[src/rtl/cpuhp_pkg.sv]
package cpuhp_pkg;

  typedef enum logic [1:0] {
    CMD_SCAN    = 2'd0,
    CMD_OST_EV  = 2'd1,
    CMD_OST_ST  = 2'd2,
    CMD_ARCH_ID = 2'd3
  } cmd_e;

  localparam logic [3:0] OFF_SEL   = 4'd0;
  localparam logic [3:0] OFF_FLAGS = 4'd4;
  localparam logic [3:0] OFF_CMD   = 4'd5;
  localparam logic [3:0] OFF_DATA  = 4'd8;

  localparam int CMD_COUNT = 4;

  function automatic logic [31:0] size_mask(input logic [1:0] sz);
    case (sz)
      2'd0:    size_mask = 32'h0000_00FF;
      2'd1:    size_mask = 32'h0000_FFFF;
      2'd2:    size_mask = 32'h00FF_FFFF;
      default: size_mask = 32'hFFFF_FFFF;
    endcase
  endfunction

endpackage

[src/rtl/cpuhp_bus_decode.sv]
module cpuhp_bus_decode
  import cpuhp_pkg::*;
(
  input  logic        valid_i,
  input  logic        write_i,
  input  logic [3:0]  addr_i,
  input  logic [1:0]  size_i,
  input  logic [31:0] wdata_i,
  input  logic        sel_ok_i,
  output logic        wr_sel_o,
  output logic        wr_flags_o,
  output logic        wr_cmd_o,
  output logic        wr_data_o,
  output logic        rd_o,
  output logic [31:0] wdata_o,
  output logic [31:0] mask_o
);

  logic wr_any;

  always_comb begin
    mask_o     = size_mask(size_i);
    wdata_o    = wdata_i & mask_o;
    wr_any     = valid_i && write_i;
    rd_o       = valid_i && !write_i;
    wr_sel_o   = wr_any && (addr_i == OFF_SEL);
    wr_flags_o = wr_any && sel_ok_i && (addr_i == OFF_FLAGS);
    wr_cmd_o   = wr_any && sel_ok_i && (addr_i == OFF_CMD);
    wr_data_o  = wr_any && sel_ok_i && (addr_i == OFF_DATA);
  end

endmodule

[src/rtl/cpuhp_ring_scan.sv]
module cpuhp_ring_scan #(
  parameter int NUM_SLOTS = 8,
  parameter int IDX_W     = 3
) (
  input  logic [IDX_W-1:0]     start_i,
  input  logic [NUM_SLOTS-1:0] pend_i,
  output logic                 hit_o,
  output logic [IDX_W-1:0]     idx_o
);

  always_comb begin
    int pos;
    hit_o = 1'b0;
    idx_o = '0;
    pos   = 0;
    for (int k = NUM_SLOTS - 1; k >= 0; k--) begin
      pos = int'(start_i) + k;
      if (pos >= NUM_SLOTS) pos = pos - NUM_SLOTS;
      if (pend_i[pos]) begin
        hit_o = 1'b1;
        idx_o = IDX_W'(pos);
      end
    end
  end

  always_comb begin
    if (hit_o) begin
      p_scan_hit_r7: assert (pend_i[idx_o]);
    end
  end

endmodule

[src/rtl/cpuhp_slot_bank.sv]
module cpuhp_slot_bank #(
  parameter int                   NUM_SLOTS = 8,
  parameter int                   IDX_W     = 3,
  parameter logic [NUM_SLOTS-1:0] BOOT_MASK = 1
) (
  input  logic                 clk,
  input  logic                 rst_n,
  input  logic [IDX_W-1:0]     sel_i,
  input  logic                 wr_flags_i,
  input  logic [4:1]           wflags_i,
  input  logic                 wr_ost_ev_i,
  input  logic                 wr_ost_st_i,
  input  logic [31:0]          wdata_i,
  input  logic                 plug_i,
  input  logic [IDX_W-1:0]     plug_slot_i,
  input  logic                 ureq_i,
  input  logic [IDX_W-1:0]     ureq_slot_i,
  input  logic                 unplug_i,
  input  logic [IDX_W-1:0]     unplug_slot_i,
  output logic [NUM_SLOTS-1:0] present_o,
  output logic [NUM_SLOTS-1:0] ins_o,
  output logic [NUM_SLOTS-1:0] rem_o,
  output logic [NUM_SLOTS-1:0] fw_o,
  output logic [31:0]          sel_ost_ev_o,
  output logic                 eject_fire_o
);

  logic clr_ins, clr_rem, ej_req, fw_req, target_ok, fw_fire;
  logic [31:0] ost_ev_q [NUM_SLOTS];
  logic [31:0] ost_st_q [NUM_SLOTS];

  always_comb begin
    clr_ins      = wr_flags_i && wflags_i[1];
    clr_rem      = wr_flags_i && !wflags_i[1] && wflags_i[2];
    ej_req       = wr_flags_i && !wflags_i[1] && !wflags_i[2] && wflags_i[3];
    fw_req       = wr_flags_i && !wflags_i[1] && !wflags_i[2] && !wflags_i[3] && wflags_i[4];
    target_ok    = present_o[sel_i] && (sel_i != '0);
    eject_fire_o = ej_req && target_ok;
    fw_fire      = fw_req && target_ok;
    sel_ost_ev_o = ost_ev_q[sel_i];
  end

  for (genvar i = 0; i < NUM_SLOTS; i++) begin : g_slot
    logic hit, pres_d, ins_d, rem_d, fw_d;
    logic [31:0] ev_d, st_d;

    always_comb begin
      hit    = (sel_i == IDX_W'(i));
      pres_d = present_o[i];
      if (plug_i && plug_slot_i == IDX_W'(i))            pres_d = 1'b1;
      else if (unplug_i && unplug_slot_i == IDX_W'(i))   pres_d = 1'b0;
      ins_d = ins_o[i];
      if (plug_i && plug_slot_i == IDX_W'(i))            ins_d = 1'b1;
      else if (clr_ins && hit)                           ins_d = 1'b0;
      rem_d = rem_o[i];
      if (ureq_i && ureq_slot_i == IDX_W'(i))            rem_d = 1'b1;
      else if (clr_rem && hit)                           rem_d = 1'b0;
      fw_d = fw_o[i];
      if (fw_fire && hit)                                fw_d = 1'b1;
      else if (eject_fire_o && hit)                      fw_d = 1'b0;
      ev_d = (wr_ost_ev_i && hit) ? wdata_i : ost_ev_q[i];
      st_d = (wr_ost_st_i && hit) ? wdata_i : ost_st_q[i];
    end

    always_ff @(posedge clk or negedge rst_n) begin
      if (!rst_n) begin
        present_o[i] <= BOOT_MASK[i];
        ins_o[i]     <= 1'b0;
        rem_o[i]     <= 1'b0;
        fw_o[i]      <= 1'b0;
        ost_ev_q[i]  <= '0;
        ost_st_q[i]  <= '0;
      end else begin
        present_o[i] <= pres_d;
        ins_o[i]     <= ins_d;
        rem_o[i]     <= rem_d;
        fw_o[i]      <= fw_d;
        ost_ev_q[i]  <= ev_d;
        ost_st_q[i]  <= st_d;
      end
    end
  end

  p_no_boot_eject_r4: assert property (@(posedge clk) disable iff (!rst_n)
    eject_fire_o |-> (sel_i != '0) && present_o[sel_i]);

endmodule

[src/rtl/cpuhp_regs.sv]
module cpuhp_regs
  import cpuhp_pkg::*;
#(
  parameter int                   NUM_SLOTS = 8,
  parameter logic [NUM_SLOTS-1:0] BOOT_MASK = 1,
  localparam int                  IDX_W     = (NUM_SLOTS > 1) ? $clog2(NUM_SLOTS) : 1
) (
  input  logic                     clk,
  input  logic                     rst_n,
  input  logic                     bus_valid_i,
  input  logic                     bus_write_i,
  input  logic [3:0]               bus_addr_i,
  input  logic [1:0]               bus_size_i,
  input  logic [31:0]              bus_wdata_i,
  output logic [31:0]              bus_rdata_o,
  input  logic                     plug_valid_i,
  input  logic [IDX_W-1:0]         plug_slot_i,
  input  logic                     unplug_req_valid_i,
  input  logic [IDX_W-1:0]         unplug_req_slot_i,
  input  logic                     unplug_valid_i,
  input  logic [IDX_W-1:0]         unplug_slot_i,
  input  logic [64*NUM_SLOTS-1:0]  arch_id_i,
  output logic                     evt_irq_o,
  output logic                     eject_o,
  output logic [IDX_W-1:0]         eject_slot_o,
  output logic                     ost_valid_o,
  output logic [IDX_W-1:0]         ost_slot_o,
  output logic [31:0]              ost_event_o,
  output logic [31:0]              ost_status_o
);

  logic [31:0]          sel_q, sel_d;
  cmd_e                 cmd_q, cmd_d;
  logic                 sel_ok;
  logic [IDX_W-1:0]     sel_idx;
  logic                 wr_sel, wr_flags, wr_cmd, wr_data, rd_req;
  logic [31:0]          wdata_m, rmask, rd_raw;
  logic                 cmd_legal;
  logic [NUM_SLOTS-1:0] present, ins, rem, fw, pend;
  logic                 scan_hit;
  logic [IDX_W-1:0]     scan_idx;
  logic [31:0]          sel_ost_ev;
  logic                 eject_fire;
  logic                 wr_ost_ev, wr_ost_st;
  logic [63:0]          sel_id;

  assign sel_ok  = (sel_q < 32'(NUM_SLOTS));
  assign sel_idx = sel_q[IDX_W-1:0];

  cpuhp_bus_decode i_dec (
    .valid_i    (bus_valid_i),
    .write_i    (bus_write_i),
    .addr_i     (bus_addr_i),
    .size_i     (bus_size_i),
    .wdata_i    (bus_wdata_i),
    .sel_ok_i   (sel_ok),
    .wr_sel_o   (wr_sel),
    .wr_flags_o (wr_flags),
    .wr_cmd_o   (wr_cmd),
    .wr_data_o  (wr_data),
    .rd_o       (rd_req),
    .wdata_o    (wdata_m),
    .mask_o     (rmask)
  );

  assign wr_ost_ev = wr_data && (cmd_q == CMD_OST_EV);
  assign wr_ost_st = wr_data && (cmd_q == CMD_OST_ST);

  cpuhp_slot_bank #(
    .NUM_SLOTS (NUM_SLOTS),
    .IDX_W     (IDX_W),
    .BOOT_MASK (BOOT_MASK)
  ) i_bank (
    .clk           (clk),
    .rst_n         (rst_n),
    .sel_i         (sel_idx),
    .wr_flags_i    (wr_flags),
    .wflags_i      (wdata_m[4:1]),
    .wr_ost_ev_i   (wr_ost_ev),
    .wr_ost_st_i   (wr_ost_st),
    .wdata_i       (wdata_m),
    .plug_i        (plug_valid_i),
    .plug_slot_i   (plug_slot_i),
    .ureq_i        (unplug_req_valid_i),
    .ureq_slot_i   (unplug_req_slot_i),
    .unplug_i      (unplug_valid_i),
    .unplug_slot_i (unplug_slot_i),
    .present_o     (present),
    .ins_o         (ins),
    .rem_o         (rem),
    .fw_o          (fw),
    .sel_ost_ev_o  (sel_ost_ev),
    .eject_fire_o  (eject_fire)
  );

  assign pend = ins | rem | fw;

  cpuhp_ring_scan #(
    .NUM_SLOTS (NUM_SLOTS),
    .IDX_W     (IDX_W)
  ) i_scan (
    .start_i (sel_idx),
    .pend_i  (pend),
    .hit_o   (scan_hit),
    .idx_o   (scan_idx)
  );

  // next state of selector and command
  always_comb begin
    cmd_legal = (wdata_m < 32'(CMD_COUNT));
    cmd_d     = cmd_q;
    sel_d     = sel_q;
    if (wr_cmd && cmd_legal) cmd_d = cmd_e'(wdata_m[1:0]);
    if (wr_sel) begin
      sel_d = wdata_m;
    end else if (wr_cmd && cmd_legal && cmd_e'(wdata_m[1:0]) == CMD_SCAN && scan_hit) begin
      sel_d = {{(32-IDX_W){1'b0}}, scan_idx};
    end
  end

  always_ff @(posedge clk or negedge rst_n) begin
    if (!rst_n) begin
      sel_q <= '0;
      cmd_q <= CMD_SCAN;
    end else begin
      sel_q <= sel_d;
      cmd_q <= cmd_d;
    end
  end

  // read path
  always_comb begin
    sel_id = arch_id_i[64*int'(sel_idx) +: 64];
    rd_raw = '0;
    if (sel_ok) begin
      case (bus_addr_i)
        OFF_SEL:   rd_raw = (cmd_q == CMD_ARCH_ID) ? sel_id[63:32] : 32'd0;
        OFF_FLAGS: rd_raw = {27'd0, fw[sel_idx], 1'b0, rem[sel_idx], ins[sel_idx], present[sel_idx]};
        OFF_DATA: begin
          if (cmd_q == CMD_SCAN)         rd_raw = sel_q;
          else if (cmd_q == CMD_ARCH_ID) rd_raw = sel_id[31:0];
        end
        default:   rd_raw = '0;
      endcase
    end
    bus_rdata_o = rd_req ? (rd_raw & rmask) : 32'd0;
  end

  assign evt_irq_o = |(ins | rem);

  // output strobes
  always_ff @(posedge clk or negedge rst_n) begin
    if (!rst_n) begin
      eject_o      <= 1'b0;
      eject_slot_o <= '0;
      ost_valid_o  <= 1'b0;
      ost_slot_o   <= '0;
      ost_event_o  <= '0;
      ost_status_o <= '0;
    end else begin
      eject_o     <= eject_fire;
      ost_valid_o <= wr_ost_st;
      if (eject_fire) eject_slot_o <= sel_idx;
      if (wr_ost_st) begin
        ost_slot_o   <= sel_idx;
        ost_event_o  <= sel_ost_ev;
        ost_status_o <= wdata_m;
      end
    end
  end

  p_bad_cmd_r6: assert property (@(posedge clk) disable iff (!rst_n)
    (bus_valid_i && bus_write_i && sel_ok && bus_addr_i == OFF_CMD &&
     (bus_wdata_i & size_mask(bus_size_i)) >= 32'd4) |=> $stable(cmd_q));

  p_irq_plug_r11: assert property (@(posedge clk) disable iff (!rst_n)
    plug_valid_i |=> evt_irq_o);

  p_ost_note_r9: assert property (@(posedge clk) disable iff (!rst_n)
    (bus_valid_i && bus_write_i && sel_ok && bus_addr_i == OFF_DATA && cmd_q == CMD_OST_ST)
    |=> ost_valid_o);

  p_invalid_sel_r5: assert property (@(posedge clk) disable iff (!rst_n)
    (!sel_ok && bus_valid_i && bus_write_i && bus_addr_i != OFF_SEL &&
     !plug_valid_i && !unplug_req_valid_i && !unplug_valid_i)
    |=> ($stable(pend) && $stable(present) && $stable(cmd_q) && $stable(sel_q)));

endmodule

[config.mk]
export PLATFORM = sky130hd
export DESIGN_NAME = cpuhp_regs
export DESIGN_NICKNAME = d
export VERILOG_FILES = /design/src/rtl/cpuhp_pkg.sv /design/src/rtl/cpuhp_bus_decode.sv /design/src/rtl/cpuhp_ring_scan.sv /design/src/rtl/cpuhp_slot_bank.sv /design/src/rtl/cpuhp_regs.sv
export SDC_FILE = /design/constraint.sdc
export NUM_CORES = 1
export LEC_CHECK = 0
export BUFFER_PORTS_ARGS = -buffer_cell sky130_fd_sc_hd__buf_2
export CORE_AREA = 4 4 256 258
export DETAILED_ROUTE_END_ITERATION = 6
export DIE_AREA = 0 0 260 262
export PLACE_DENSITY = 0.7
export SLEW_MARGIN = 20
export SYNTH_ARGS = -nofsm -noshare
export SYNTH_HDL_FRONTEND = slang
export SYNTH_HIERARCHICAL = 1
export SYNTH_SLANG_ARGS = --single-unit
[constraint.sdc]
create_clock -name clk -period 4 [get_ports clk]
set_clock_uncertainty 0.05 [all_clocks]
set_input_delay 0.2 -clock clk [delete_from_list [all_inputs] [get_ports clk]]
set_output_delay 0.2 -clock clk [all_outputs]
set_load 0.05 [all_outputs]
**Yosys cells after proc, flatten, opt, wreduce, memory -nomap -nowiden**

Cells that the tools add are included.

- Register bits after elaboration: 394

- Add/sub/neg operators: 15
- Magnitude comparators: 20
- Equality and inequality tests: 36
- Shift operators: 1
- Multiplexer cells: 132
- Bitwise operators: 5
- Reduce and logical (&&, ||, !) cells: 133

Operator list:

| kind | number |
|---|---|
| $mux W32 | 17 |
| $shiftx A512 B10 Y64 | 1 |
| $lt A32 B5 Y1 const B | 8 |
| $ge A32 B5 Y1 const B | 7 |
| $sub A32 B5 Y32 const B | 7 |
| $pmux W32 S3 | 2 |
| $bmux W32 S3 | 1 |
| $mux W1 | 92 |
| $logic_and A1 B1 Y1 | 86 |
| $reduce_bool A2 Y1 | 33 |
| $and A32 B32 Y32 | 2 |
| $eq A3 B3 Y1 const B | 16 |
| $bmux W1 S3 | 12 |
| $lt A32 B3 Y1 const B | 1 |
| $lt A32 B4 Y1 const B | 1 |
| $eq A3 B2 Y1 const B | 8 |
| $mux W3 | 8 |
| $add A3 B3 Y4 const B | 4 |
| $or A8 B8 Y8 | 2 |
| $eq A3 B1 Y1 const B | 4 |
| $logic_not A3 Y1 | 4 |
| $add A3 B2 Y4 const B | 2 |
| $eq A4 B3 Y1 const B | 2 |
| $reduce_or A8 Y1 | 1 |
| other kinds (13) | 21 |

**Longest topological paths before layout**

- Depth after elaboration: 17
- Gate-level depth with buffers: 14

**Cells and area by module**

The synthesis kept the hierarchy.

Modules (own cells, without submodules):

| module | instances | cells an instance | area an instance (µm²) | seq. area each (µm²) |
|---|---|---|---|---|
| cpuhp_slot_bank | 1 | 880 | 12868.6 | 7208.2 |
| cpuhp_regs | 1 | 786 | 8719.6 | 2652.5 |
| cpuhp_ring_scan | 1 | 115 | 1177.4 | 0.0 |
| cpuhp_bus_decode | 1 | 77 | 545.5 | 0.0 |

**Worst setup path after synthesis**

Ideal clock, no wire load.

- Path kind: register to register
- From: register sel_q[0]
- To: register sel_q[2]
- Arrival time: 3.078 ns
- Data required time: 3.868 ns
- Slack: 0.790 ns
- Cell stages (with the launch flop): 13
- Path buffers: 4
- Path through: dfrtp_1 -> buf_6 -> buf_12 -> clkbuf_8 -> inv_1 -> ha_1 -> xor2_2 -> mux4_2 -> nor3b_1 -> nand3_1 -> a31oi_1 -> clkbuf_1 -> mux2i_1

- Cells in the longest elaborated chain, start to end: 16
- Elaborated cells between the ends (all ways): 80
- Those cells by class: add/sub (15); order compare (9); mux (50); reduce/logical (6)

RTL lines:

| element | line | source |
|---|---|---|
| start, declared | cpuhp_regs.sv:32 | `logic [31:0] sel_q, sel_d;` |
| start signal, assigned | cpuhp_regs.sv:126 | `sel_q <= sel_d;` |
| $add A3 B3 Y4 | cpuhp_ring_scan.sv:17 | `pos = int'(start_i) + k;` |
| $sub A32 B5 Y32 / $ge A32 B5 Y1 (equally long branches) | cpuhp_ring_scan.sv:18 | `if (pos >= NUM_SLOTS) pos = pos - NUM_SLOTS;` |
| $mux W32 | cpuhp_ring_scan.sv:18 |  |
| $bmux W1 S3 | cpuhp_ring_scan.sv:19 | `if (pend_i[pos]) begin` |
| $mux W1 (implied by the code) (2 in a row) | cpuhp_ring_scan.sv:19 |  |
| $mux W1 (7 in a row) | cpuhp_ring_scan.sv:19 |  |
| $mux W1 (*) | cpuhp_ring_scan.sv:19 |  |
| via scan_hit | cpuhp_regs.sv:40 | `logic scan_hit;` |
| $logic_and A1 B1 Y1 (*) | cpuhp_regs.sv:116 | `end else if (wr_cmd && cmd_legal && cmd_e'(wdata_m[1:0]) == CMD_SCAN && scan_hit) begin` |
| $reduce_bool A2 Y1 (no source line) (*) | - |  |

The timed path passes the listed nets; every way through them passes the cells marked *. The select of a mux whose other input is x is not followed.
A chain may end at the register's enable or synchronous reset.

**Worst setup path after layout**

- From: register sel_q[0]
- To: output bus_rdata_o[13]

- Cells in the longest elaborated chain, start to end: 7
- Elaborated cells between the ends (all ways): 9
- Those cells by class: order compare (1); shift (1); mux (6); bitwise (1)

RTL lines:

| element | line | source |
|---|---|---|
| $shiftx A512 B10 Y64 | cpuhp_regs.sv:133 | `sel_id = arch_id_i[64*int'(sel_idx) +: 64];` |
| $mux W32 | cpuhp_regs.sv:141 | `else if (cmd_q == CMD_ARCH_ID) rd_raw = sel_id[31:0];` |
| $mux W32 | cpuhp_regs.sv:140 | `if (cmd_q == CMD_SCAN) rd_raw = sel_q;` |
| $pmux W32 S3 | cpuhp_regs.sv:136 | `case (bus_addr_i)` |
| $mux W32 (*) | cpuhp_regs.sv:135 | `if (sel_ok) begin` |
| $and A32 B32 Y32 (*) | cpuhp_regs.sv:146 | `bus_rdata_o = rd_req ? (rd_raw & rmask) : 32'd0;` |
| $mux W32 (*) | cpuhp_regs.sv:146 |  |
| end, declared | cpuhp_regs.sv:15 | `output logic [31:0] bus_rdata_o,` |

Mark *: on every way between the ends. The rest lies on a longest branch, timed or not.

==> results.rst <==
.. list-table::
   :header-rows: 1

   * - Metric
     - Value
   * - Worst ir drop on vdd
     - 295 µV
   * - Critical R2R Capture
     - eject_slot_o[0]
   * - Row cnt
     - 92
   * - Post-synthesis sequential element count
     - 394
   * - Arr. time, crit path
     - 3.61 ns
   * - Sequential element share of the synthesized area
     - 42.3%
   * - Avg Cell Area, Syn
     - 12.5 µm²
   * - Die width
     - 260 µm
   * - Gate Count Post-Synth
     - 1858
   * - Reg-to-reg setup timing slack
     - 0.42 ns
   * - Commonest cells in the synthesized netlist
     - sky130_fd_sc_hd__dfrtp_1 (393), sky130_fd_sc_hd__nand2_1 (365), sky130_fd_sc_hd__mux2_2 (240)
   * - Startpoint Class
     - flip-flop
   * - Number of violations of the max-capacitance limit
     - 0
   * - Total routed wire length on the met1 layer
     - 42.6 mm
   * - Initial Utilization
     - 37.0%
   * - Number of synthesized flops with an enable pin
     - 0
   * - Area of the placeable core
     - 63000 µm²
   * - Critical-path cell with the highest stage delay
     - sky130_fd_sc_hd__dfrtp_4
   * - Result of the run
     - finished, final reports clean
   * - Remaining antenna violation count after routing
     - 0
   * - Antenna violations before repair
     - 85
   * - Net total in the final layout
     - 3047
   * - Count of vias placed by the detailed router
     - 19700
   * - Critical Path, Cell by Cell
     - buf_4, mux4_2, a22oi_1, o211ai_1, and3_1, buf_12
   * - Leakage component of the power
     - 13.9 nW
   * - Tightest Pin Transition
     - 1.08 ns
   * - Routed met2 length
     - 53.0 mm
   * - Crit path largest cell delay
     - 0.69 ns
   * - Clock sink count
     - 394
   * - Root buf cell
     - sky130_fd_sc_hd__clkbuf_16
   * - Max-Slew Margin vs Limit
     - 28.1%
   * - Max clock buf depth
     - 3
   * - CTS Buf Count
     - 42
   * - RSZ-0062 raised after global routing
     - false
   * - Ys Warns
     - 6
   * - Area growth from synthesis to layout
     - 25.3%
   * - Vias in the first global route
     - 20400
   * - Crit Path Max Fanout
     - 26
   * - Startpoint of the lowest-slack register-to-register path
     - sel_q[23]
   * - Cell accounting for the most synthesized area
     - sky130_fd_sc_hd__dfrtp_1
   * - Tmin final
     - 3.86 ns
   * - CP Launch Point
     - sel_q[0]
   * - Drt total wl
     - 110 mm
   * - Buffers on Ports
     - 670
   * - Filler cell count
     - 5773
   * - Number of vias per cell after detailed routing
     - 5.83
   * - Height of the die
     - 262 µm
   * - Min-delay worst type
     - input port to flip-flop
   * - Wire length per cell
     - 32.5 µm
   * - Detailed router's first-iteration violation count
     - 1830
   * - Worst-case reg-to-reg path depth
     - 9
   * - Clock-pin slew on the worst setup and hold paths
     - 0.06 ns
   * - Post-synth top area share
     - 42.2%
   * - Sort of element at the end of the critical path
     - output pin
   * - Library cell with the highest instance count after synthesis
     - sky130_fd_sc_hd__dfrtp_1
   * - Die Outline Area
     - 68100 µm²
   * - Top routing layer in use
     - met5
   * - Sum of negative setup slack
     - 0 ns
   * - Maximum level of the CTS H-tree
     - 2
   * - Count of boundary I/O pins
     - 671
   * - Tot GR Track Use
     - 31.7%
   * - Met3 wire len
     - 10.5 mm
   * - Residual overflow from global routing
     - 0
   * - Clk_lat worst skew
     - 0.59 ns
   * - Pin count of the biggest net entering global routing
     - 144
   * - Max-slew violations
     - 0
   * - Period Utilization, post-route
     - 96.4%
   * - Cell area after synthesis
     - 23300 µm²
   * - Most common flop cell mapped by yosys
     - sky130_fd_sc_hd__dfrtp_1
   * - Number of different library cells in the post-synthesis netlist
     - 77
   * - Router iterations before antenna repair
     - 5
   * - Fraction of layout instances using a drive strength above 1
     - 51.1%
   * - Ratio of total power to cell area
     - 369 nW/µm²
   * - Global-route wire length before repair
     - 153 mm
   * - Cell types occupying the most area after synthesis
     - sky130_fd_sc_hd__dfrtp_1 (42%), sky130_fd_sc_hd__mux4_2 (21%), sky130_fd_sc_hd__mux2_2 (12%)
   * - Critical path start-end classification
     - flip-flop to output pin
   * - CP required
     - 3.75 ns
   * - End point of the critical path
     - bus_rdata_o[13]
   * - Worst hold margin
     - 0.0256 ns
   * - Gpl congestion
     - 1.03
   * - Peak clock frequency supported by timing
     - 259 MHz
   * - Worst Min Path Start
     - unplug_slot_i[1]
   * - Async S/R FF share, synth
     - 100%
   * - Setup violators final
     - 0
   * - Placed wire-length estimate
     - 87.3 mm
   * - CTS tree
     - done
   * - Number of DRC violations after detailed routing
     - 0
   * - Count of endpoints failing hold in the final timing report
     - 0
==> registers in the layout, indices dropped and copies added, names as in the netlist, 8 cells and up <==
| register | count |
|---|---|
| i_bank/ost_ev_q | 256 |
| i_bank/rem_o | 8 |
| i_bank/ins_o | 8 |
| ost_status_o | 32 |
| i_bank/fw_o | 8 |
| i_bank/present_o | 8 |
| sel_q | 32 |
| ost_event_o | 32 |
==> routing by layer <==
metal / track usage, % / vias up
met3: 9.79 / 228
met5: 0 / -
met4: 9.70 / 64
li1: - / 8223
met1: 40.1 / 10200
met2: 52.6 / 1006
==> area by class of cell <==
class	count	area [µm²]	share of cell area, %
multi-input cells	1282	12500	42.7
flip-flops and latches	394	9870	33.8
repair buffers	747	4250	14.6
clock buffers	68	1280	4.38
well taps	846	1060	3.63
clock inverters	10	144	0.493
diodes	29	72.6	0.249
inverters	12	45.0	0.154
==> layout by cell type, fill, tap and decap left out, types with 5 or more instances in the layout <==
cell type and count:
sky130_fd_sc_hd__nor4_1 17, sky130_fd_sc_hd__inv_1 8, sky130_fd_sc_hd__clkbuf_8 13, sky130_fd_sc_hd__buf_2 665
sky130_fd_sc_hd__clkinv_2 5, sky130_fd_sc_hd__a22oi_1 39, sky130_fd_sc_hd__nor2b_1 14, sky130_fd_sc_hd__clkbuf_1 13
sky130_fd_sc_hd__a21oi_1 13, sky130_fd_sc_hd__nand3_1 13, sky130_fd_sc_hd__dfrtp_1 390, sky130_fd_sc_hd__conb_1 8
sky130_fd_sc_hd__nand2_1 365, sky130_fd_sc_hd__nor2_1 19, sky130_fd_sc_hd__o211ai_1 29, sky130_fd_sc_hd__o31ai_1 10
sky130_fd_sc_hd__buf_12 17, sky130_fd_sc_hd__mux2_1 34, sky130_fd_sc_hd__and2_2 6, sky130_fd_sc_hd__nand2b_1 9
sky130_fd_sc_hd__clkbuf_16 42, sky130_fd_sc_hd__nor3_1 7, sky130_fd_sc_hd__mux2i_1 40, sky130_fd_sc_hd__and3_1 30
sky130_fd_sc_hd__dlygate4sd3_1 28, sky130_fd_sc_hd__o21ai_0 39, sky130_fd_sc_hd__mux2_2 240, sky130_fd_sc_hd__nand4_1 10
sky130_fd_sc_hd__and3_2 7, sky130_fd_sc_hd__mux4_2 215, sky130_fd_sc_hd__a22o_1 30, sky130_fd_sc_hd__or3_1 12
sky130_fd_sc_hd__diode_2 29, sky130_fd_sc_hd__nor3_2 5, sky130_fd_sc_hd__buf_4 35, sky130_fd_sc_hd__nand3b_1 8
==> worst max-delay path: cells and delay by family (launching register included) <==
| family | cells | cell delay [ns] |
|---|---|---|
| muxes | 1 | 0.58 |
| buffers and inverters | 2 | 0.64 |
| and+or+nand+nor | 1 | 0.36 |
| AOI/OAI and AO/OA | 2 | 0.72 |
| DFF | 1 | 0.69 |
==> what timing repair did <==
| item | CTS | global route |
|---|---|---|
| endpoints found under the hold margin | 153 | 0 |
| hold buffers | 28 | 0 |
| gates resized for setup | 0 | 0 |
| buffers inserted | 0 | 0 |
==> cell families (layout without fill, tap and decap cells) <==
kind of cell | Yosys count | count (layout) | share of synthesized area [%]
muxes | 535 | 535 | 36.2
xor gates and xnor gates | 2 | 2 | 0.140
other | 1 | 37 | 0.0161
adders and majority gates | 2 | 2 | 0.107
AOI/OAI and AO/OA | 184 | 184 | 5.60
buffers and inverters | 189 | 837 | 4.54
DFF | 394 | 394 | 42.3
and+or+nand+nor | 551 | 551 | 11.1
==> metrics by stage <==
| step | std cells | cell area [µm²] | util [%] | setup slack, ns | power, mW |
|---|---|---|---|---|---|
| after floorplan | 1865 | 23300 | - | 0.790 | 5.89 |
| after global placement | 3252 | 27400 | 43.5 | 0.645 | 6.81 |
| after detailed placement | 3252 | 27400 | 43.5 | 0.567 | 6.84 |
| after CTS | 3358 | 29100 | 46.2 | 0.0696 | 10.8 |
| after global routing | 3371 | 29200 | 46.3 | 0.00419 | 11.1 |
| final | 3388 | 29200 | 46.4 | 0.143 | 10.8 |
==> how the worst min path moves through the flow <==
stage | cells after the start | endpoint
finish | 4 | i_bank/present_o[7]
CTS | 4 | i_bank/present_o[7]
floorplan | 0 | cmd_q[0]
detailed placement | 0 | i_bank/fw_o[0]
global route | 2 | ost_event_o[6]
global placement | 1 | ost_event_o[4]
==> where the power goes <==
group | leakage [nW] | switching (mW) | total, mW | internal, mW
Clock | 0.697 | 1.67 | 3.96 | 2.28
Combinational | 7.86 | 1.40 | 2.62 | 1.21
Sequential | 5.38 | 0.137 | 4.20 | 4.06
No activity file was read; power rests on OpenSTA's default activity.
